==> config.mk <==
export PLATFORM = sky130hd
export DESIGN_NAME = serial_frame_tx
export DESIGN_NICKNAME = d
export VERILOG_FILES = /design/src/rtl/uftx_pkg.sv /design/src/rtl/uftx_frame_decode.sv /design/src/rtl/uftx_baud_div.sv /design/src/rtl/uftx_tx_fsm.sv /design/src/rtl/serial_frame_tx.sv
export SDC_FILE = /design/constraint.sdc
export NUM_CORES = 1
export LEC_CHECK = 0
export CORE_AREA = 2 2 92 94
export DETAILED_ROUTE_END_ITERATION = 8
export DIE_AREA = 0 0 94 96
export PLACE_DENSITY_LB_ADDON = 0.08
export SETUP_SLACK_MARGIN = 0.15
export SLEW_MARGIN = 20
export SYNTH_ARGS = -nofsm -noshare
export SYNTH_HDL_FRONTEND = slang
export SYNTH_SLANG_ARGS = --single-unit
==> constraint.sdc <==
create_clock -name clk -period 3.95 [get_ports clk]
set_input_delay 0.395 -clock clk [delete_from_list [all_inputs] [get_ports clk]]
set_output_delay 0.395 -clock clk [all_outputs]
set_load 0.005 [all_outputs]
==> src/rtl/uftx_pkg.sv <==
package uftx_pkg;

    // Field positions inside the mode word
    localparam int MODE_PRE_BIT = 0;
    localparam int MODE_LEN_LSB = 1;
    localparam int MODE_PAR_LSB = 3;
    localparam int MODE_STP_LSB = 6;

    typedef enum logic [2:0] {
        ST_IDLE,
        ST_START,
        ST_DATA,
        ST_PARITY,
        ST_STOP
    } tx_state_e;

    typedef struct packed {
        logic [3:0] data_bits;
        logic       par_en;
        logic       par_odd;
        logic       two_stop;
    } frame_fmt_t;

    function automatic frame_fmt_t decode_mode(input logic [7:0] m);
        frame_fmt_t f;
        logic [1:0] len_f;
        logic [2:0] par_f;
        logic [1:0] stp_f;
        len_f = m[MODE_LEN_LSB +: 2];
        par_f = m[MODE_PAR_LSB +: 3];
        stp_f = m[MODE_STP_LSB +: 2];
        case (len_f)
            2'b11:   f.data_bits = 4'd6;
            2'b10:   f.data_bits = 4'd7;
            default: f.data_bits = 4'd8;
        endcase
        f.par_en   = (par_f == 3'd0) || (par_f == 3'd1);
        f.par_odd  = (par_f == 3'd1);
        f.two_stop = (stp_f != 2'b11);
        return f;
    endfunction

    // XOR over the lowest n bits of d
    function automatic logic low_bits_xor(input logic [7:0] d, input logic [3:0] n);
        logic p;
        p = 1'b0;
        for (int i = 0; i < 8; i++) begin
            if (i < int'(n)) p = p ^ d[i];
        end
        return p;
    endfunction

endpackage

==> src/rtl/uftx_frame_decode.sv <==
module uftx_frame_decode
    import uftx_pkg::*;
(
    input  logic [7:0]  mode,
    output frame_fmt_t  fmt,
    output logic        pre_en,
    output logic [3:0]  char_bits
);
    always_comb begin
        fmt       = decode_mode(mode);
        pre_en    = mode[MODE_PRE_BIT];
        char_bits = 4'd1 + fmt.data_bits + {3'd0, fmt.par_en}
                    + (fmt.two_stop ? 4'd2 : 4'd1);
    end
endmodule

==> src/rtl/uftx_baud_div.sv <==
module uftx_baud_div #(
    parameter int CD_W    = 16,
    parameter int BD_W    = 8,
    parameter int PRE_DIV = 8
) (
    input  logic            clk,
    input  logic            rst_n,
    input  logic            restart,
    input  logic            pre_en,
    input  logic [CD_W-1:0] cd,
    input  logic [BD_W-1:0] bdiv,
    output logic            bit_tick
);
    localparam int PRE_W = (PRE_DIV > 1) ? $clog2(PRE_DIV) : 1;
    localparam logic [PRE_W-1:0] PRE_LAST = PRE_W'(PRE_DIV - 1);

    logic [PRE_W-1:0] pre_cnt;
    logic [CD_W-1:0]  cd_cnt;
    logic [BD_W-1:0]  bd_cnt;
    logic             pre_tick, samp_tick, cd_zero, cd_last, bd_last;

    always_comb begin
        cd_zero   = (cd == '0);
        pre_tick  = pre_en ? (pre_cnt == PRE_LAST) : 1'b1;
        cd_last   = (cd_cnt >= cd - 1'b1);
        samp_tick = pre_tick && !cd_zero && cd_last;
        bd_last   = (bd_cnt >= bdiv);
        bit_tick  = samp_tick && bd_last;
    end

    // Stage 0: optional prescale
    always_ff @(posedge clk) begin
        if (!rst_n || restart || !pre_en) pre_cnt <= '0;
        else if (pre_cnt == PRE_LAST)     pre_cnt <= '0;
        else                              pre_cnt <= pre_cnt + 1'b1;
    end

    // Stage 1: clock divisor
    always_ff @(posedge clk) begin
        if (!rst_n || restart || cd_zero) cd_cnt <= '0;
        else if (pre_tick)                cd_cnt <= cd_last ? '0 : cd_cnt + 1'b1;
    end

    // Stage 2: bit divisor (counts bdiv+1 samples)
    always_ff @(posedge clk) begin
        if (!rst_n || restart || cd_zero) bd_cnt <= '0;
        else if (samp_tick)               bd_cnt <= bd_last ? '0 : bd_cnt + 1'b1;
    end

    // with a divisor above one, ticks never come back to back
    p_tick_pulse_r2: assert property (@(posedge clk) disable iff (!rst_n)
        (bit_tick && (cd > 1) && $stable(cd) && !restart) |=> !bit_tick);
endmodule

==> src/rtl/uftx_tx_fsm.sv <==
module uftx_tx_fsm
    import uftx_pkg::*;
(
    input  logic        clk,
    input  logic        rst_n,
    input  logic        bit_tick,
    input  logic        in_valid,
    input  logic [7:0]  in_data,
    input  frame_fmt_t  fmt,
    output logic        in_ready,
    output logic        accept,
    output logic        tx_line
);
    tx_state_e  state, state_nx;
    logic [7:0] shreg;
    logic [3:0] bits_left;
    logic       par_bit, par_en_q, stop_more;

    // Next-state logic
    always_comb begin
        state_nx = state;
        unique case (state)
            ST_IDLE:   if (in_valid) state_nx = ST_START;
            ST_START:  if (bit_tick) state_nx = ST_DATA;
            ST_DATA:   if (bit_tick && bits_left == 4'd1)
                           state_nx = par_en_q ? ST_PARITY : ST_STOP;
            ST_PARITY: if (bit_tick) state_nx = ST_STOP;
            ST_STOP:   if (bit_tick && !stop_more) state_nx = ST_IDLE;
            default:   state_nx = ST_IDLE;
        endcase
    end

    // State register
    always_ff @(posedge clk) begin
        if (!rst_n) state <= ST_IDLE;
        else        state <= state_nx;
    end

    // Character datapath, format captured on acceptance
    always_ff @(posedge clk) begin
        if (!rst_n) begin
            shreg     <= '0;
            bits_left <= '0;
            par_bit   <= 1'b0;
            par_en_q  <= 1'b0;
            stop_more <= 1'b0;
        end else if (accept) begin
            shreg     <= in_data;
            bits_left <= fmt.data_bits;
            par_bit   <= low_bits_xor(in_data, fmt.data_bits) ^ fmt.par_odd;
            par_en_q  <= fmt.par_en;
            stop_more <= fmt.two_stop;
        end else if (bit_tick) begin
            if (state == ST_DATA) begin
                shreg     <= {1'b0, shreg[7:1]};
                bits_left <= bits_left - 1'b1;
            end
            if (state == ST_STOP) stop_more <= 1'b0;
        end
    end

    // Outputs
    always_comb begin
        in_ready = (state == ST_IDLE);
        accept   = in_ready && in_valid;
        unique case (state)
            ST_START:  tx_line = 1'b0;
            ST_DATA:   tx_line = shreg[0];
            ST_PARITY: tx_line = par_bit;
            default:   tx_line = 1'b1;
        endcase
    end

    // acceptance starts a low start bit and drops ready
    p_start_low_r8: assert property (@(posedge clk) disable iff (!rst_n)
        accept |=> (!tx_line && !in_ready));
    // inside a frame the line only moves on a tick
    p_hold_between_ticks_r8: assert property (@(posedge clk) disable iff (!rst_n)
        (!in_ready && !bit_tick) |=> $stable(tx_line));
endmodule

==> src/rtl/serial_frame_tx.sv <==
module serial_frame_tx #(
    parameter int               CD_W       = 16,
    parameter int               BD_W       = 8,
    parameter int               PRE_DIV    = 8,
    parameter logic [7:0]       MODE_RESET = 8'h00,
    parameter logic [CD_W-1:0]  CD_RESET   = CD_W'(15),
    parameter logic [BD_W-1:0]  BD_RESET   = '0
) (
    input  logic            clk,
    input  logic            rst_n,
    input  logic            mode_wr,
    input  logic [7:0]      mode_in,
    input  logic            cd_wr,
    input  logic [CD_W-1:0] cd_in,
    input  logic            bd_wr,
    input  logic [BD_W-1:0] bd_in,
    input  logic            in_valid,
    input  logic [7:0]      in_data,
    output logic            in_ready,
    output logic            tx_line,
    output logic            bit_tick,
    output logic [3:0]      char_bits
);
    import uftx_pkg::*;

    logic [7:0]      mode_q;
    logic [CD_W-1:0] cd_q;
    logic [BD_W-1:0] bd_q;
    frame_fmt_t      fmt;
    logic            pre_en, accept;

    always_ff @(posedge clk) begin
        if (!rst_n) begin
            mode_q <= MODE_RESET;
            cd_q   <= CD_RESET;
            bd_q   <= BD_RESET;
        end else begin
            if (mode_wr) mode_q <= mode_in;
            if (cd_wr)   cd_q   <= cd_in;
            if (bd_wr)   bd_q   <= bd_in;
        end
    end

    uftx_frame_decode i_decode (
        .mode      (mode_q),
        .fmt       (fmt),
        .pre_en    (pre_en),
        .char_bits (char_bits)
    );

    uftx_baud_div #(.CD_W(CD_W), .BD_W(BD_W), .PRE_DIV(PRE_DIV)) i_div (
        .clk      (clk),
        .rst_n    (rst_n),
        .restart  (accept),
        .pre_en   (pre_en),
        .cd       (cd_q),
        .bdiv     (bd_q),
        .bit_tick (bit_tick)
    );

    uftx_tx_fsm i_fsm (
        .clk      (clk),
        .rst_n    (rst_n),
        .bit_tick (bit_tick),
        .in_valid (in_valid),
        .in_data  (in_data),
        .fmt      (fmt),
        .in_ready (in_ready),
        .accept   (accept),
        .tx_line  (tx_line)
    );

    // a zero clock divisor never yields a tick
    p_no_tick_cd0_r3: assert property (@(posedge clk) disable iff (!rst_n)
        (cd_q == '0) |-> !bit_tick);
    // character length stays within the decodable range
    p_len_range_r7: assert property (@(posedge clk) disable iff (!rst_n)
        (char_bits >= 4'd8) && (char_bits <= 4'd12));
    // an idle transmitter holds the line high
    p_idle_high_r8: assert property (@(posedge clk) disable iff (!rst_n)
        in_ready |-> tx_line);
endmodule

# ---- Yosys cells after proc, flatten, opt, wreduce, memory -nomap -nowiden
# Cells that the tools add are included.
dict set report word_totals {
  register_bits 77
  latch_bits 0
  ram_bits 0
  romBits 0
  input_bits 46
  out_inout_bits 7
  word_cells 123
  mem_count 0
}
dict set report op_classes {
  add_sub_neg 8
  multipliers 0
  n_div 0
  magnitude_cmp 10
  n_eq_ne 15
  shifts 0
  muxes 46
  bitwise 8
  reduce_logical 24
}
# operator n
set op_table {}
lappend op_table {{$mux W8} 4}
lappend op_table {{$mux W1} 28}
lappend op_table {{$mux W3} 6}
lappend op_table {{$add A16 B1 Y16 const B} 1}
lappend op_table {{$ge A16 B16 Y1} 1}
lappend op_table {{$logic_not A16 Y1} 1}
lappend op_table {{$lt A3 B4 Y1 const A} 4}
lappend op_table {{$mux W16} 1}
lappend op_table {{$sub A16 B1 Y16 const B} 1}
lappend op_table {{$pmux W3 S5} 1}
lappend op_table {{$mux W4} 3}
lappend op_table {{$add A8 B1 Y8 const B} 1}
lappend op_table {{$ge A8 B8 Y1} 1}
lappend op_table {{$lt A1 B4 Y1 const A} 2}
lappend op_table {{$lt A2 B4 Y1 const A} 2}
lappend op_table {{$ne A2 B1 Y1 const B} 4}
lappend op_table {{$pmux W4 S2} 1}
lappend op_table {{$xor A1 B1 Y1} 8}
lappend op_table {{$eq A3 B1 Y1 const B} 2}
lappend op_table {{$eq A3 B2 Y1 const B} 2}
lappend op_table {{$eq A3 B3 Y1 const B} 2}
lappend op_table {{$logic_and A1 B1 Y1} 6}
lappend op_table {{$logic_not A3 Y1} 2}
lappend op_table {{$reduce_bool A2 Y1} 3}
lappend op_table {{15 further kinds} 24}

# ---- Depth between registers and ports, before layout
dict set report logic_depth {
  ltp_word 35
  depth_mapped 15
  depth_no_buf 13
}

# ---- By module
# A second synthesis with hierarchy kept.
dict set report hier_totals {
  hier_cells 503
  hier_area_um2 4515.6
}
# module instances cells_each area_per_inst_um2 seq_area_each_um2
set by_module_without_submodules {}
lappend by_module_without_submodules {uftx_baud_div 1 250 2100.8 540.5}
lappend by_module_without_submodules {serial_frame_tx 1 103 1209.9 640.6}
lappend by_module_without_submodules {uftx_tx_fsm 1 132 1069.8 360.3}
lappend by_module_without_submodules {uftx_frame_decode 1 18 135.1 0.0}

# ---- Worst setup path before layout
# Ideal clock, no wire load.
dict set report synth_path {
  path_type {reg2reg}
  start {reg cd_q[2]}
  end {reg i_div.bd_cnt[1]}
  setup_time_ps 70
  t_arrival_ps 3178
  required_ps 3880
  path_slack_ps 702
  stages_incl_launch_ff 14
  path_buffers 1
  synth_period_minus_slack_ps 3248
  path_cell_list {dfxtp_1 -> or4_4 -> nor2_4 -> nand2_1 -> or3_1 -> xor2_1 -> ha_1 -> nand4_1 -> a311o_1 -> o211ai_2 -> buf_4 -> nand2_1 -> or3_1 -> a21oi_1}
}
dict set report synth_via {
  elab_chain_len 4
  elab_cells_between_ends 7
  cone_classes {add/sub: 1; order compare: 1; reduce/logical: 5}
}
# element line_no
set synth_rtl {}
lappend synth_rtl {{from (decl)} serial_frame_tx.sv:27} ;# logic [CD_W-1:0] cd_q;
lappend synth_rtl {{from (signal assigned)} serial_frame_tx.sv:39} ;# if (cd_wr) cd_q <= cd_in;
lappend synth_rtl {{branches (longest 4 deep; another with $sub A16 B1 Y16)} -}
lappend synth_rtl {{to (signal assigned)} uftx_baud_div.sv:47} ;# else if (samp_tick) bd_cnt <= bd_last ? '0 : bd_cnt + 1'b1;
lappend synth_rtl {{to (decl)} uftx_baud_div.sv:19} ;# logic [BD_W-1:0] bd_cnt;
# Several ways; the timed one is not identified.
# A chain may end at the register's enable or synchronous reset.

# ---- Worst setup path after layout
dict set report layout_path {
  start {reg cd_q[2]}
  end {out bit_tick}
}
dict set report layout_via {
  elab_chain_len 5
  elab_cells_between_ends 7
  cone_classes {add/sub: 1; order compare: 1; reduce/logical: 5}
}
# element line_no
set layout_rtl {}
lappend layout_rtl {{branches (longest 3 deep; another with $sub A16 B1 Y16)} -}
lappend layout_rtl {{$logic_and A1 B1 Y1 *} uftx_baud_div.sv:26} ;# samp_tick = pre_tick && !cd_zero && cd_last;
lappend layout_rtl {{$logic_and A1 B1 Y1 *} uftx_baud_div.sv:28} ;# bit_tick = samp_tick && bd_last;
lappend layout_rtl {{to (decl)} serial_frame_tx.sv:21} ;# output logic bit_tick,
# Mark *: on every way between the ends.

==> flow_metrics.env <==
export IMPL_diodes=0
export IMPL_worst_setup_path_start_kind="flop"
export IMPL_p_total_mw=1.80
export IMPL_synth_distinct_cells=56
export IMPL_r2r_start="cd_q[2]"
export IMPL_grt_pass1_vias=3311
export IMPL_crit_start="cd_q[2]"
export IMPL_max_stage_delay_ns=0.56
export IMPL_slew_headroom_pct=38.1
export IMPL_yosys_area_share_adder_pct=10.6
export IMPL_ir_worst_vdd_mv=0.305
export IMPL_multi_input_area_um2=2650
export IMPL_clkTransAtPathRegs_ns=0.08
export IMPL_dieArea_um2=9020
export IMPL_synthMuxAreaShare_pct=7.13
export IMPL_drc=0
export IMPL_final_nets=624
export IMPL_synth_edf_count=0
export IMPL_min_from="i_div.pre_cnt[0]"
export IMPL_path_cells="or4_4 -> nor2_4 -> nand2_2 -> or3_4 -> xor2_1 -> ha_1 -> nand4_1 -> a311o_1 -> o211ai_2 -> nand3_4 -> inv_2 -> buf_6"
export IMPL_cts_buffers=9
export IMPL_drt_iter0_markers=91
export IMPL_insertion_delay_ns=0.35
export IMPL_slowest_stage="or4_4"
export IMPL_finalWirelength_mm=8.90
export IMPL_num_fill_cells=684
export IMPL_power_density_nw_per_um2=344
export IMPL_grt_max_degree=55
export IMPL_regArea_um2=1550
export IMPL_die_x_um=94
export IMPL_leakagePower_nw=2.10
export IMPL_h_tree_depth=3
export IMPL_tightest_slew_ns=0.926
export IMPL_synth_simple_area_share_pct=24.9
export IMPL_r2r_cells=13
export IMPL_worstPathMaxFanout=6
export IMPL_viasPerCell=5.32
export IMPL_slew_violations=0
export IMPL_critPathRequiredTime_ns=3.56
export IMPL_place_congestion=0.785
export IMPL_routedWlPerCell_um=13.7
export IMPL_syn_num_nets=574
export IMPL_ys_flop_type="dfxtp_1"
export IMPL_finalCriticalPeriod_ns=3.69
export IMPL_vias=3461
export IMPL_boundaryPins=53
export IMPL_r2r_end="i_div.bd_cnt[1]"
export IMPL_skew_ns=0.0116
export IMPL_path_class="flop to primary output"
export IMPL_grt_pass1_wl_mm=15.1
export IMPL_rsz0062_at_grt="yes"
export IMPL_max_freq_mhz=271
export IMPL_cts_tree="done"
export IMPL_ys_seq_area_share_pct=35.4
export IMPL_outcome="complete, no violations"
export IMPL_placementRows=33
export IMPL_yosys_warnings=0
export IMPL_syn2layout_area_growth_pct=19.9
export IMPL_syn_instance_count=491
export IMPL_crit_path_end_kind="primary output"
export IMPL_drv_cap=0
export IMPL_io_buffers=52
export IMPL_coreArea_um2=8050
export IMPL_netlist_area_um2=4350
export IMPL_avgSynthCellArea_um2=8.87
export IMPL_endpoint="bit_tick"
export IMPL_synth_seq_cells=77
export IMPL_cts_path_max_buffers=2
export IMPL_ff2ff_setup_slack_ns=0.42
export IMPL_fin_tns_setup_ns=0
export IMPL_worstPathArrival_ns=3.29
export IMPL_cts_sinks=77
export IMPL_synth_compound_area_share_pct=8.48
export IMPL_grt_usage_pct=21.1
export IMPL_start_util_pct=54.1
export IMPL_die_y_um=96
export IMPL_drt_pass1_iter_count=4
export IMPL_antenna_found_initial=0
export IMPL_hp_class="flop to flop"
export IMPL_fin_crit_sh_pct=93.4
export IMPL_grt_overflow_total=0
export IMPL_hold_ws_ns=0.441
export IMPL_synth_top_family_by_area="simple AND/OR/NAND/NOR gates"
export IMPL_dpl_hpwl_mm=6.41
export IMPL_async_reset_ff_share_pct=0
export IMPL_clockRootBuffer="clkbuf_8"
export IMPL_hold_violations=0
export IMPL_ant_nets=0
export IMPL_finalSetupViolCount=0
export IMPL_synth_xor_area_share_pct=9.25
export IMPL_layout_drive_gt1_share_pct=7.69
==> kinds of logic (layout without fill, tap and decap cells) <==
family / count (synthesis) / after routing
compound gates: 52 / 52
xor+xnor: 46 / 46
fa+ha+maj: 37 / 37
buf+inv: 43 / 98
flops: 77 / 77
mux: 31 / 31
simple gates: 205 / 205
==> cell type report <==
class,instances,area share (%)
Inverter,24,1.72
Sequential cell,77,29.7
Multi-Input combinational cell,371,50.7
Clock inverter,5,1.58
Timing Repair Buffer,58,10.9
Tap cell,105,2.52
Clock buffer,11,2.90
==> stage by stage <==
step,utilization (%),std cells,cell area (um^2),worst slack [ns]
3_5_place_dp,61.3,632,4940,0.256
6_report,64.9,651,5220,0.262
4_1_cts,64.6,650,5200,0.237
3_3_place_gp,61.3,632,4940,0.301
5_1_grt,64.9,651,5220,0.127
2_1_floorplan,-,491,4350,0.702
==> layer usage <==
| layer | track usage (%) | wire length [um] |
|---|---|---|
| met4 | 8.21 | 133 |
| met5 | 0 | 0 |
| met3 | 3.92 | 376 |
| met2 | 33.6 | 3940 |
| met1 | 28.3 | 4450 |
==> cells in the final DEF, fill, tap and decap left out, drive strengths merged, types with 2 or more instances in the layout <==
cell type / n
nor3: 11
nand4: 13
nor4: 4
nor2b: 31
a21boi: 3
o21ai: 9
nand2: 53
o21a: 5
a21oi: 12
nor3b: 2
nand3: 23
clkinvlp: 3
o2111ai: 2
clkbuf: 11
o31ai: 3
nor2: 36
buf: 7
dfxtp: 77
o221ai: 4
mux2i: 31
xnor2: 20
nand2b: 9
inv: 24
and2: 5
o211ai: 4
ha: 37
xor2: 26
bufinv: 2
a311oi: 2
and3: 7
clkdlybuf4s50: 51
or4: 2
or3: 5
==> Yosys cell counts, types with 13 or more instances <==
master	instances	area share, %
clkbuf_1	14	1.2
inv_1	24	2.1
nand4_1	13	1.9
nand3_1	22	2.5
nor2_1	34	2.9
nand2_1	51	4.4
xor2_1	26	5.2
ha_1	37	11
nor2b_1	31	4.5
mux2i_1	31	7.1
dfxtp_1	77	35
xnor2_1	20	4.0
==> worst min path at each step <==
stage	end	slack, ns	cells after the start
floorplan	i_div.pre_cnt[0]	0.41	1
finish	i_div.pre_cnt[0]	0.44	1
global route	i_div.pre_cnt[0]	0.47	1
CTS	i_div.pre_cnt[0]	0.44	1
global placement	i_div.pre_cnt[0]	0.42	1
detailed placement	i_div.pre_cnt[0]	0.43	1
==> worst max-delay path, delay by kind of cell (launching register included) <==
family	cells	cell delay (ns)
simple gates	6	1.38
compound gates	2	0.60
flops	1	0.36
fa+ha+maj	1	0.28
buf+inv	2	0.17
xor+xnor	1	0.15
==> what timing repair did <==
action	4_1_cts	5_1_grt
pin swaps	4	7
resized for setup	6	9
endpoints found under the setup margin	1	1
setup buffers	2	1
hold buffers	0	0
==> where the power goes <==
part | total (mW) | leakage [nW] | switching, mW | internal [mW]
registers | 0.845 | 0.631 | 0.0333 | 0.812
logic | 0.267 | 1.36 | 0.124 | 0.143
clock network | 0.688 | 0.108 | 0.297 | 0.390
total | 1.80 | 2.10 | 0.454 | 1.34
==> sequential cells by signal, indices dropped and copies added, names as in the netlist <==
signal	cells
i_div.bd_cnt	8
cd_q	16
i_fsm.bits_left	4
bd_q	8
i_fsm.par_bit	1
i_div.pre_cnt	3
i_div.cd_cnt	16
i_fsm.par_en_q	1
i_fsm.shreg	8
mode_q	8
i_fsm.state	3
i_fsm.stop_more	1
Power figures use the tool's default switching activity.
